<file path="src/rtl/stkj_pkg.sv">
package stkj_pkg;
  localparam int unsigned XLEN       = 32;
  localparam int unsigned WORD_BYTES = XLEN / 8;

  localparam logic [7:0] OPC_GRP_FF = 8'hFF;
  localparam logic [7:0] OPC_GRP_8F = 8'h8F;
  localparam logic [2:0] SUB_JUMP   = 3'd4;
  localparam logic [2:0] SUB_PUSH   = 3'd6;
  localparam logic [2:0] SUB_POP    = 3'd0;

  typedef logic [XLEN-1:0] word_t;

  typedef enum logic [1:0] {OP_JUMP, OP_PUSH, OP_POP, OP_BAD} grp_op_e;
  typedef enum logic [1:0] {ST_IDLE, ST_READ, ST_WRITE, ST_FINISH} seq_st_e;

  function automatic word_t stack_down(word_t sp);
    return sp - word_t'(WORD_BYTES);
  endfunction

  function automatic word_t stack_up(word_t sp);
    return sp + word_t'(WORD_BYTES);
  endfunction

  function automatic logic [2:0] subop_of(logic [7:0] modrm);
    return modrm[5:3];
  endfunction
endpackage

</file>
<file path="src/rtl/stkj_decode.sv">
module stkj_decode
  import stkj_pkg::*;
(
  input  logic [7:0] opcode,
  input  logic [7:0] modrm,
  output grp_op_e    op
);
  logic [2:0] sub;
  assign sub = subop_of(modrm);

  always_comb begin
    op = OP_BAD;
    if (opcode == OPC_GRP_FF) begin
      if (sub == SUB_JUMP)      op = OP_JUMP;
      else if (sub == SUB_PUSH) op = OP_PUSH;
    end else if (opcode == OPC_GRP_8F) begin
      if (sub == SUB_POP)       op = OP_POP;
    end
  end
endmodule

</file>
<file path="src/rtl/stkj_seq.sv">
module stkj_seq
  import stkj_pkg::*;
(
  input  logic    clk,
  input  logic    rst_n,
  input  logic    start,
  input  grp_op_e op_in,
  input  logic    mem_ready,
  output seq_st_e st,
  output grp_op_e op_q,
  output logic    accept,
  output logic    read_fire
);
  seq_st_e st_n;

  assign accept    = start && (st == ST_IDLE);
  assign read_fire = (st == ST_READ) && mem_ready;

  always_comb begin
    st_n = st;
    case (st)
      ST_IDLE:   if (start) st_n = (op_in == OP_BAD) ? ST_FINISH : ST_READ;
      ST_READ:   if (mem_ready) st_n = (op_q == OP_JUMP) ? ST_FINISH : ST_WRITE;
      ST_WRITE:  if (mem_ready) st_n = ST_FINISH;
      ST_FINISH: st_n = ST_IDLE;
      default:   st_n = ST_IDLE;
    endcase
  end

  always_ff @(posedge clk or negedge rst_n) begin
    if (!rst_n) begin
      st   <= ST_IDLE;
      op_q <= OP_BAD;
    end else begin
      st <= st_n;
      if (accept) op_q <= op_in;
    end
  end
endmodule

</file>
<file path="src/rtl/stkj_hold.sv">
module stkj_hold
  import stkj_pkg::*;
(
  input  logic  clk,
  input  logic  rst_n,
  input  logic  accept,
  input  logic  read_fire,
  input  word_t ea_in,
  input  word_t sp_in,
  input  word_t rdata,
  output word_t ea_q,
  output word_t sp_q,
  output word_t val_q
);
  always_ff @(posedge clk or negedge rst_n) begin
    if (!rst_n) begin
      ea_q  <= '0;
      sp_q  <= '0;
      val_q <= '0;
    end else begin
      if (accept) begin
        ea_q <= ea_in;
        sp_q <= sp_in;
      end
      if (read_fire) val_q <= rdata;
    end
  end
endmodule

</file>
<file path="src/rtl/stkj_unit.sv">
module stkj_unit
  import stkj_pkg::*;
(
  input  logic        clk,
  input  logic        rst_n,
  input  logic        start,
  input  logic [7:0]  opcode,
  input  logic [7:0]  modrm,
  input  logic [31:0] ea,
  input  logic [31:0] sp_in,
  output logic        mem_req,
  output logic        mem_we,
  output logic [31:0] mem_addr,
  output logic [31:0] mem_wdata,
  input  logic [31:0] mem_rdata,
  input  logic        mem_ready,
  output logic        done,
  output logic        err,
  output logic        ip_wr_en,
  output logic [31:0] ip_wr_data,
  output logic        sp_wr_en,
  output logic [31:0] sp_wr_data
);
  grp_op_e op_dec, op_q;
  seq_st_e st;
  logic    accept, read_fire;
  word_t   ea_q, sp_q, val_q;
  word_t   sp_after;

  stkj_decode u_dec (.opcode(opcode), .modrm(modrm), .op(op_dec));

  stkj_seq u_seq (
    .clk(clk), .rst_n(rst_n), .start(start), .op_in(op_dec),
    .mem_ready(mem_ready), .st(st), .op_q(op_q),
    .accept(accept), .read_fire(read_fire)
  );

  stkj_hold u_hold (
    .clk(clk), .rst_n(rst_n), .accept(accept), .read_fire(read_fire),
    .ea_in(ea), .sp_in(sp_in), .rdata(mem_rdata),
    .ea_q(ea_q), .sp_q(sp_q), .val_q(val_q)
  );

  assign sp_after = (op_q == OP_PUSH) ? stack_down(sp_q) : stack_up(sp_q);

  always_comb begin
    mem_req   = (st == ST_READ) || (st == ST_WRITE);
    mem_we    = (st == ST_WRITE);
    mem_addr  = '0;
    mem_wdata = '0;
    if (st == ST_READ) begin
      mem_addr = (op_q == OP_POP) ? sp_q : ea_q;
    end else if (st == ST_WRITE) begin
      mem_addr  = (op_q == OP_PUSH) ? stack_down(sp_q) : ea_q;
      mem_wdata = val_q;
    end
  end

  assign done       = (st == ST_FINISH);
  assign err        = done && (op_q == OP_BAD);
  assign ip_wr_en   = done && (op_q == OP_JUMP);
  assign ip_wr_data = val_q;
  assign sp_wr_en   = done && ((op_q == OP_PUSH) || (op_q == OP_POP));
  assign sp_wr_data = sp_after;
endmodule

</file>
<file path="config.mk">
export PLATFORM = sky130hd
export DESIGN_NAME = stkj_unit
export DESIGN_NICKNAME = d
export VERILOG_FILES = /design/src/rtl/stkj_pkg.sv /design/src/rtl/stkj_decode.sv /design/src/rtl/stkj_seq.sv /design/src/rtl/stkj_hold.sv /design/src/rtl/stkj_unit.sv
export SDC_FILE = /design/constraint.sdc
export NUM_CORES = 1
export LEC_CHECK = 0
export BUFFER_PORTS_ARGS = -buffer_cell sky130_fd_sc_hd__buf_2
export CORE_MARGIN = 2
export CORE_UTILIZATION = 50
export DETAILED_ROUTE_END_ITERATION = 6
export PLACE_DENSITY = 0.81
export SYNTH_ARGS = -nofsm -noshare
export SYNTH_HDL_FRONTEND = slang
export SYNTH_SLANG_ARGS = --single-unit
</file>
<file path="constraint.sdc">
create_clock -name clk -period 3.5 [get_ports clk]
set_input_delay 0.525 -clock clk [delete_from_list [all_inputs] [get_ports clk]]
set_output_delay 0.525 -clock clk [all_outputs]
set_load 0.005 [all_outputs]
</file>
==> qor.csv, run 1 <==
metric;value;unit
status;finished clean;
die_w;119;um
clock_skew;4.83;ps
cp-end-kind;output pin;
first_global_vias;5790;
worst-path-max-fanout;9;
hold_viol;0;
synth_seq_area_share;38.0;%
required;2970;ps
dr.pass1.iters;5;
syn_nets;776;
hold_class;input pin to async pin;
vias_per_cell;5.54;
core-area;0.0127;sq mm
crit_slowest_cell;or4_4;
grt_use_total;26.7;%
setup_tns;0;ps
hpwl;13800;um
reg2reg_from;u_seq.st[0];
synth_area_leaders;dfrtp_1 37%, mux2_2 22%, xnor2_1 4.8%;
clock-sinks;100;
grt_pass1_wl;30000;um
antenna_found_initial;2;
cp_slowest_stage_delay;600;ps
cts_tree;done;
vias;5796;
finalMaxSlewViolations;0;
nets;994;
critPathLaunchType;flip-flop;
start_util;51.8;%
synth_area_per_cell;10.2;sq um
routabilityCongestion;0.855;
clk-insertion-delay-late;360;ps
critPathKind;flip-flop to output pin;
overflow;0;
first_iter_violations;369;
clockRootBuffer;clkbuf_16;
synth_top_area_share;37.2;%
fin_util;65.3;%
num_rows;41;
clockBufferDepth;2;
io_buffers;244;
antenna_left;0;
ioPinCount;250;
synth-seq-cells;100;
path_common_cell;or4_4;
layout_common_cells;243 x buf_2, 129 x mux2_2, 98 x dfrtp_1;
rsz0062_at_grt;no;
ys_warn_count;0;
synth-main-ff-cell;dfrtp_1;
synth_largest_area_cell;dfrtp_1;
relSlewSlack;44.1;%
fp.dieArea;0.0141;sq mm
numCtsBuffers;9;
synthArstFlopShare;100;%
drive_gt1_share;50.0;%
crit_start;u_hold.sp_q[18];
max_cap_violations;0;
p_per_area;925;mW/mm^2
ctsHtreeMaxLevel;3;
grt_max_degree;58;
cts_setup_buffers;0;
arrival;2870;ps
static-leakage-power;3.85;nW
worst_pin_slew;836;ps
peakVddDrop;0.593;mV
postSynthCellCount;649;
period_needed;3390;ps
syn_area;0.00659;sq mm
synth.distinct_cells;57;
period_share;96.9;%
synth-edff-count;0;
drc;0;
area_delta_synth_final;26.0;%
reg2regPathDepth;5;
clk_pin_slew_worst_paths;70;ps
mostFrequentLayoutCell;buf_2;
finalSetupViolCount;0;
fmax;295;MHz
die_h;119;um
wl_per_cell;17.8;um
drt_wl_total;18600;um
critical_path.cell_chain;or4_4 -> or4_4 -> or2_4 -> o22ai_1 -> xor2_1 -> buf_2;
[worst max-delay path, delay by kind of cell, from the launching register on]
kind	cells	cell delay, ps
AO/OA/AOI/OAI	1	190
buffers and inverters	1	150
flip-flops	1	490
AND/OR/NAND/NOR	3	1460
XOR/XNOR	1	210
[state kept, by name, indices dropped and copies added, names as in the netlist]
register,cells
u_hold.ea_q,32
u_seq.op_q,2
u_seq.st,2
u_hold.val_q,32
u_hold.sp_q,32
[cells in the mapped netlist, drive strengths merged, types with 11 or more instances]
master  instances
a22oi          21
clkbuf         31
o21ai          39
ha             11
nor2           23
and2           37
nor4           17
mux2          129
xor2           18
buf            31
nand2          34
nor3           15
nand3          12
xnor2          36
dfrtp          98
[routing by layer]
layer | routed length [um] | part of all wire [%] | track usage, %
met1 | 7240 | 39 | 31.4
met3 | 1550 | 8.3 | 9.48
met5 | 0 | 0 | 0
met4 | 286 | 1.5 | 6.62
met2 | 9530 | 51 | 46.3
[logic make-up after synthesis]
| logic type | share of synthesized area [%] |
|---|---|
| AO/OA/AOI/OAI | 9.22 |
| XOR/XNOR | 7.17 |
| adder cells (fa/ha/maj) | 2.09 |
| buffers and inverters | 4.61 |
| flip-flops | 38.0 |
| multiplexers | 22.6 |
| AND/OR/NAND/NOR | 16.3 |
[stage by stage]
step | worst slack, ps | instances | hold slack [ps] | cell area [sq um] | total power, mW
2_1_floorplan | 780 | 649 | 229 | 6590 | 4.99
3_3_place_gp | 411 | 1028 | 488 | 7990 | 6.56
3_5_place_dp | 362 | 1028 | 497 | 7990 | 6.69
4_1_cts | 156 | 1044 | 182 | 8280 | 7.71
5_1_grt | 15.8 | 1046 | 192 | 8310 | 8.27
6_report | 110 | 1046 | 165 | 8310 | 7.68
[worst paths after layout]
| check | endpoint | slack [ps] |
|---|---|---|
| worst max-delay path | sp_wr_data[30] | 110 |
| worst min-delay path | u_hold.ea_q[18] | 160 |
| worst max register to register | u_hold.sp_q[23] | 1290 |
| worst min register to register | u_seq.op_q[1] | 500 |
| max in group asynchronous | u_seq.op_q[0] | 2590 |
| min in group clk | u_hold.val_q[28] | 390 |
[repair_timing]
| action | CTS | global route |
|---|---|---|
| hold buffers | 0 | 0 |
| gates resized for setup | 1 | 3 |
| endpoints found under the setup margin | 2 | 6 |
| gates cloned | 0 | 0 |
[power by group]
part	switching, mW	internal [mW]	leakage, nW	total, mW
Combinational	2.04	2.20	2.53	4.24
Clock	0.495	0.503	0.138	0.997
Sequential	0.685	1.76	1.19	2.44
Total	3.22	4.47	3.85	7.68
[final cells by class]
cell class                      count  area [sq um]
Multi-Input combinational cell    476          3810
Sequential cell                   100          2500
Tap cell                          172           215
Clock buffer                        9           225
Antenna cell                        2          5.00
Inverter                           11          41.3
Timing Repair Buffer              269          1440
Clock inverter                      7          66.3
Fill cell                        1066          4410
No activity file was read; power rests on OpenSTA's default activity.
==> run 2: changes to the inputs <==
ABC_AREA = 1   (was default)
PLACE_DENSITY = 0.8   (was 0.81)
==> run 2 against run 1 <==
Effect of this change: non-clock buffer count shrank 14; register-to-register slack gained 200 ps; die area rose by 7.0%; utilization down 2.4 points; final cell count rose by 42%; final area rose by 4.7%; first-iteration DRC count increased by 82%; critical path type unchanged; synthesized area up 7.2%; clock skew rose by 5.4 ps; sequential power about the same; via count increased by 37%.
==> qor.csv, run 2 <==
metric;value;unit;change
fp.dieArea;0.0151;sq mm;was 0.0141 sq mm
clk_pin_slew_worst_paths;80;ps;was 70 ps
synth.distinct_cells;34;;was 57
synth_area_per_cell;6.49;sq um;was 10.2 sq um
muxShareOfSynthArea;5.10;%;was 22.6%
hpwl;18500;um;was 13800 um
postSynthCellCount;1090;;was 649
crit_slowest_cell;nor3_1;;was or4_4
die_h;123;um;was 119 um
numCtsBuffers;9;;unchanged
antenna_left;0;;unchanged
mostFrequentLayoutCell;nand2_1;;was buf_2
ioPinCount;250;;unchanged
cp-end-kind;output pin;;unchanged
setup_tns;0;ps;unchanged
critPathLaunchType;flip-flop;;unchanged
synthArstFlopShare;100;%;unchanged
worst-path-max-fanout;6;;was 9
period_needed;3060;ps;was 3390 ps
critical_path.cell_chain;inv_1 -> ha_1 -> inv_1 -> nor3_1 -> nor2_1 -> o21ai_0 -> nand2_1 -> nand2_1 -> nand2_1 -> buf_2;;was or4_4 -> or4_4 -> or2_4 -> o22ai_1 -> xor2_1 -> buf_2
num_rows;43;;was 41
synth_top_area_share;34.7;%;was 37.2%
clock-sinks;100;;unchanged
nets;1426;;was 994
critPathKind;flip-flop to output pin;;unchanged
setup_ws;437;ps;was 110 ps
grt_use_total;32.6;%;was 26.7%
first_global_vias;7357;;was 5790
rsz0062_at_grt;no;;unchanged
syn_nets;1217;;was 776
path_common_cell;nand2_1;;was or4_4
finalSetupViolCount;0;;unchanged
antenna_found_initial;0;;was 2
cts_tree;done;;unchanged
cts_setup_buffers;0;;unchanged
start_util;51.1;%;was 51.8%
peakVddDrop;0.719;mV;was 0.593 mV
yosys-top-cells-count;424 x nand2_1, 135 x nor2_1, 105 x o21ai_0;;was 129 x mux2_2, 98 x dfrtp_1, 37 x and2_1
reg2regPathDepth;6;;was 5
synth_most_common_cell;nand2_1;;was mux2_2
area_delta_synth_final;23.0;%;was 26.0%
period_share;87.5;%;was 96.9%
cp_num_buf_inv;3;;was 1
clock_skew;10.2;ps;was 4.83 ps
dr.pass1.iters;5;;unchanged
synth-seq-cells;100;;unchanged
hold_buffers;0;;unchanged
io_buffers;244;;unchanged
synth_area_leaders;dfrtp_1 35%, nand2_1 23%, o21ai_0 7.4%;;was dfrtp_1 37%, mux2_2 22%, xnor2_1 4.8%
layout_common_cells;424 x nand2_1, 243 x buf_2, 134 x nor2_1;;was 243 x buf_2, 129 x mux2_2, 98 x dfrtp_1
hold_viol;0;;unchanged
clk-insertion-delay-late;360;ps;about the same
post-place-ws;870;ps;was 362 ps
drive_gt1_share;24.9;%;was 50.0%
worst_pin_slew;799;ps;was 836 ps
grt_max_degree;102;;was 58
synth_largest_area_cell;dfrtp_1;;unchanged
clockRootBuffer;clkbuf_16;;unchanged
reg2reg_from;u_seq.st[1];;was u_seq.st[0]
grt_pass1_wl;37600;um;was 30000 um
syn_area;0.00707;sq mm;was 0.00659 sq mm
p_per_area;935;mW/mm^2;was 925 mW/mm^2
yosys.area_share.xor_xnor;1.86;%;was 7.17%
die_w;123;um;was 119 um
synth_seq_area_share;35.4;%;was 38.0%
hold_class;input pin to async pin;;unchanged
static-leakage-power;4.77;nW;was 3.85 nW
fmax;326;MHz;was 295 MHz
overflow;0;;unchanged
arrival;2540;ps;was 2870 ps
vias_per_cell;5.34;;was 5.54
ctsHtreeMaxLevel;3;;unchanged
cts-resized-gates;0;;was 1
r2r_end;u_hold.val_q[25];;was u_hold.sp_q[23]
relSlewSlack;46.7;%;was 44.1%
post_synth_fa_ha_maj_area_fraction;1.95;%;was 2.09%
clockBufferDepth;2;;unchanged
synth_top_family_by_area;simple AND/OR/NAND/NOR gates;;was multiplexers
synth-edff-count;0;;unchanged
finalMaxSlewViolations;0;;unchanged
synth_compound_area_share;11.6;%;was 9.22%
drc;0;;unchanged
top_regs;u_hold.ea_q: 32 flops, u_hold.sp_q: 32 flops, u_hold.val_q: 32 flops;;unchanged
max_cap_violations;0;;unchanged
first_iter_violations;673;;was 369
ys_warn_count;0;;unchanged
wl_per_cell;16.3;um;was 17.8 um
core-area;0.0138;sq mm;was 0.0127 sq mm
synth-main-ff-cell;dfrtp_1;;unchanged
synth_simple_gate_area_share;36.0;%;was 16.3%
status;finished clean;;unchanged
vias;7928;;was 5796
required;2970;ps;about the same
routabilityCongestion;0.948;;was 0.855
diodes;0;;was 2
rrSetupSlack;1490;ps;was 1290 ps
cp_top_family;simple AND/OR/NAND/NOR gates;;unchanged
cp_slowest_stage_delay;510;ps;was 600 ps
whs;214;ps;was 165 ps
drt_wl_total;24200;um;was 18600 um
==> run 2: cell count changes in the layout (fill, tap and decap cells not counted), moves of 14 or more <==
cell     delta
nand3_1    +28
nor2_1    +111
inv_1      +70
and2_1     -37
nand2_1   +391
xnor2_1    -36
mux2_2     -97
a22oi_1    -20
o21ai_0    +76
buf_4      -14
a21oi_1    +25
==> run 2: report_power, final <==
part | internal (mW) | switching [mW] | leakage (nW)
sequential | 1.73 | 0.676 | 1.22
combinational | 1.76 | 2.86 | 3.40
clock | 0.590 | 0.508 | 0.154
total | 4.08 | 4.05 | 4.77
==> run 2: area by class of cell <==
class,instances,area [sq um]
clock inverters,6,82.6
well taps,180,225
multi-input cells,850,4000
flip-flops and latches,100,2500
fillers,1374,5130
clock buffers,10,239
inverters,83,312
repair buffers,255,1330
==> run 2: cell families (layout without fill, tap and decap cells) <==
kind of cell | Yosys count | after routing
simple gates | 635 | 635
compound gates | 157 | 157
buf+inv | 140 | 354
flops | 100 | 100
mux | 32 | 32
xor+xnor | 15 | 15
fa+ha+maj | 11 | 11
==> run 2: metrics by stage <==
step / instances / util (%) / instance area (sq um) / power, mW
after floorplan: 1090 / - / 7070 / 5.11
after global placement: 1468 / 60.6 / 8380 / 6.92
after detailed placement: 1468 / 60.6 / 8380 / 6.99
after CTS: 1484 / 62.9 / 8700 / 8.11
after global routing: 1484 / 62.9 / 8700 / 8.84
final: 1484 / 62.9 / 8700 / 8.13
==> run 2: worst max path at each step <==
stage                               from           end  slack [ps]  depth (start not counted)
after detailed placement  u_hold.sp_q[2]  mem_addr[12]         870                         10
final                     u_hold.sp_q[2]  mem_addr[12]         440                         10
after floorplan              u_seq.st[0]   mem_addr[1]        1370                          8
after global placement    u_hold.sp_q[2]  mem_addr[12]         880                         10
after CTS                 u_hold.sp_q[2]  mem_addr[12]         470                         10
after global routing      u_hold.sp_q[2]  mem_addr[14]         260                         11
==> run 2: worst register-to-register path, cell delays in order (launching register included) <==
cell and delay (ps):
dfrtp_1 420, inv_1 140, ha_2 190, buf_4 440, nand2_1 100, buf_4 270
mux2_2 330
==> run 2: layer usage <==
layer,GRT usage (%),share of wire [%],vias up
li1,-,-,3889
met1,42.5,41,3635
met2,53.5,47,359
met3,6.87,8.3,45
met4,11.8,3.1,0
met5,0,0,-
==> run 3: changes to the inputs <==
ABC_AREA = 0   (was 1)
PLACE_DENSITY = 0.83   (was 0.8)
==> run 3 against run 2 <==
Effect of this change: total power down 5.8%; utilization rose by 2.4 points; sequential share of layout area is 1.4 points higher; register-to-register slack improved by 100 ps; non-clock buffer count is 16 higher; final area fell by 4.5%; global-route usage decreased by 6.2 points; combinational power decreased by 9.3%; critical path type unchanged; critical endpoint is now sp_wr_data[15].
==> qor.csv, run 3 (synthesis gave the netlist of run 1 again) <==
metric;value;unit;change
first_global_vias;5864;;was 7357
ctsHtreeMaxLevel;3;;unchanged
nets;996;;was 1426
fillers;1076;;was 1374
layout_common_cells;243 x buf_2, 129 x mux2_2, 98 x dfrtp_1;;was 424 x nand2_1, 243 x buf_2, 134 x nor2_1
grt_max_degree;56;;was 102
status;finished clean;;unchanged
first_iter_violations;396;;was 673
reg2reg_from;u_seq.st[1];;unchanged
finalSetupViolCount;0;;unchanged
drc;0;;unchanged
critPathLaunchType;flip-flop;;unchanged
r2r_end;u_hold.val_q[31];;was u_hold.val_q[25]
numCtsBuffers;9;;unchanged
start_util;51.8;%;was 51.1%
fin_util;65.3;%;was 62.9%
antenna_found_initial;0;;unchanged
power;7.65;mW;was 8.13 mW
hold_buffers;0;;unchanged
critPathKind;flip-flop to output pin;;unchanged
clockRootBuffer;clkbuf_16;;unchanged
worst_pin_slew;695;ps;was 799 ps
vias;5840;;was 7928
area_delta_synth_final;25.9;%;was 23.0%
fmax;303;MHz;was 326 MHz
routabilityCongestion;0.827;;was 0.948
rrSetupSlack;1590;ps;was 1490 ps
max_cap_violations;0;;unchanged
hold_class;input pin to async pin;;unchanged
diodes;0;;unchanged
arrival;2780;ps;was 2540 ps
cp-end-kind;output pin;;unchanged
cts_setup_buffers;0;;unchanged
cts_tree;done;;unchanged
setup_tns;0;ps;unchanged
vias_per_cell;5.58;;was 5.34
fp.dieArea;0.0141;sq mm;was 0.0151 sq mm
period_needed;3310;ps;was 3060 ps
ioPinCount;250;;unchanged
reg2regPathDepth;6;;unchanged
drive_gt1_share;50.2;%;was 24.9%
wl_per_cell;17.7;um;was 16.3 um
clock-sinks;100;;unchanged
clockBufferDepth;2;;unchanged
overflow;0;;unchanged
crit_slowest_cell;dfstp_2;;was nor3_1
worst-path-max-fanout;9;;was 6
hold_viol;0;;unchanged
die_h;119;um;was 123 um
finalMaxSlewViolations;0;;unchanged
rsz0062_at_grt;no;;unchanged
grt_pass1_wl;29700;um;was 37600 um
clk_pin_slew_worst_paths;70;ps;was 80 ps
p_per_area;922;mW/mm^2;was 935 mW/mm^2
clk-insertion-delay-late;360;ps;about the same
grt_use_total;26.4;%;was 32.6%
mostFrequentLayoutCell;buf_2;;was nand2_1
top_regs;u_hold.ea_q: 32 flops, u_hold.sp_q: 32 flops, u_hold.val_q: 32 flops;;unchanged
core-area;0.0127;sq mm;was 0.0138 sq mm
drt_wl_total;18500;um;was 24200 um
cp_slowest_stage_delay;570;ps;was 510 ps
critical_path.cell_chain;inv_1 -> ha_1 -> and3b_1 -> nor4b_1 -> buf_4 -> nand3_1 -> o21ai_0 -> xor2_1 -> buf_2;;was inv_1 -> ha_1 -> inv_1 -> nor3_1 -> nor2_1 -> o21ai_0 -> nand2_1 -> nand2_1 -> nand2_1 -> buf_2
num_rows;41;;was 43
static-leakage-power;3.86;nW;was 4.77 nW
relSlewSlack;53.6;%;was 46.7%
peakVddDrop;0.545;mV;was 0.719 mV
clock_skew;9.37;ps;was 10.2 ps
hpwl;13600;um;was 18500 um
antenna_left;0;;unchanged
die_w;119;um;was 123 um
period_share;94.4;%;was 87.5%
required;2970;ps;about the same
io_buffers;244;;unchanged
dr.pass1.iters;5;;unchanged
[run 3: worst max-delay path by stage]
stage	endpoint	start	cells past startpoint	slack, ps
floorplan	sp_wr_data[26]	u_hold.sp_q[18]	7	780
global placement	sp_wr_data[28]	u_hold.sp_q[18]	6	510
detailed placement	sp_wr_data[28]	u_hold.sp_q[18]	6	470
CTS	sp_wr_data[28]	u_hold.sp_q[18]	6	80
global route	sp_wr_data[15]	u_seq.op_q[1]	9	9
finish	sp_wr_data[15]	u_seq.op_q[1]	9	190
[run 3: layout make-up]
class                      count  area, sq um  share of cell area (%)
clock buffer                  10          239                    2.88
timing repair buffer         271         1440                    17.3
sequential                   100         2500                    30.2
clock inverter                 6         56.3                   0.678
tap                          172          215                    2.59
multi-input combinational    476         3800                    45.8
inverter                      11         45.0                   0.542
[run 3: per-stage QoR]
stage	hold WS [ps]	setup slack [ps]	instance area [sq um]	instances
floorplan	229	780	6590	649
global placement	490	506	7990	1030
detailed placement	506	474	7990	1030
CTS	181	77.4	8290	1046
global route	211	8.72	8300	1046
finish	163	195	8300	1046
[run 3: timing repair]
action                                 CTS  global route
endpoints found under the hold margin    0             0
setup endpoints to repair                0            10
gates resized for setup                  0             4
[run 3: critical path: cells and delay by family (launching register included)]
kind	cells	cell delay (ps)
fa+ha+maj	1	300
buf+inv	3	400
flops	1	570
simple gates	3	770
xor+xnor	1	240
compound gates	1	130
[run 3: layer usage]
| layer | GRT usage [%] | wire length (um) |
|---|---|---|
| met5 | 0 | 0 |
| met3 | 7.38 | 1440 |
| met2 | 44.6 | 9080 |
| met1 | 31.8 | 7400 |
| met4 | 10.3 | 556 |
[run 3: power by group]
group | internal, mW | total (mW) | switching [mW]
combinational | 2.19 | 4.19 | 2.00
sequential | 1.76 | 2.47 | 0.713
clock | 0.515 | 0.992 | 0.477
total | 4.47 | 7.65 | 3.18
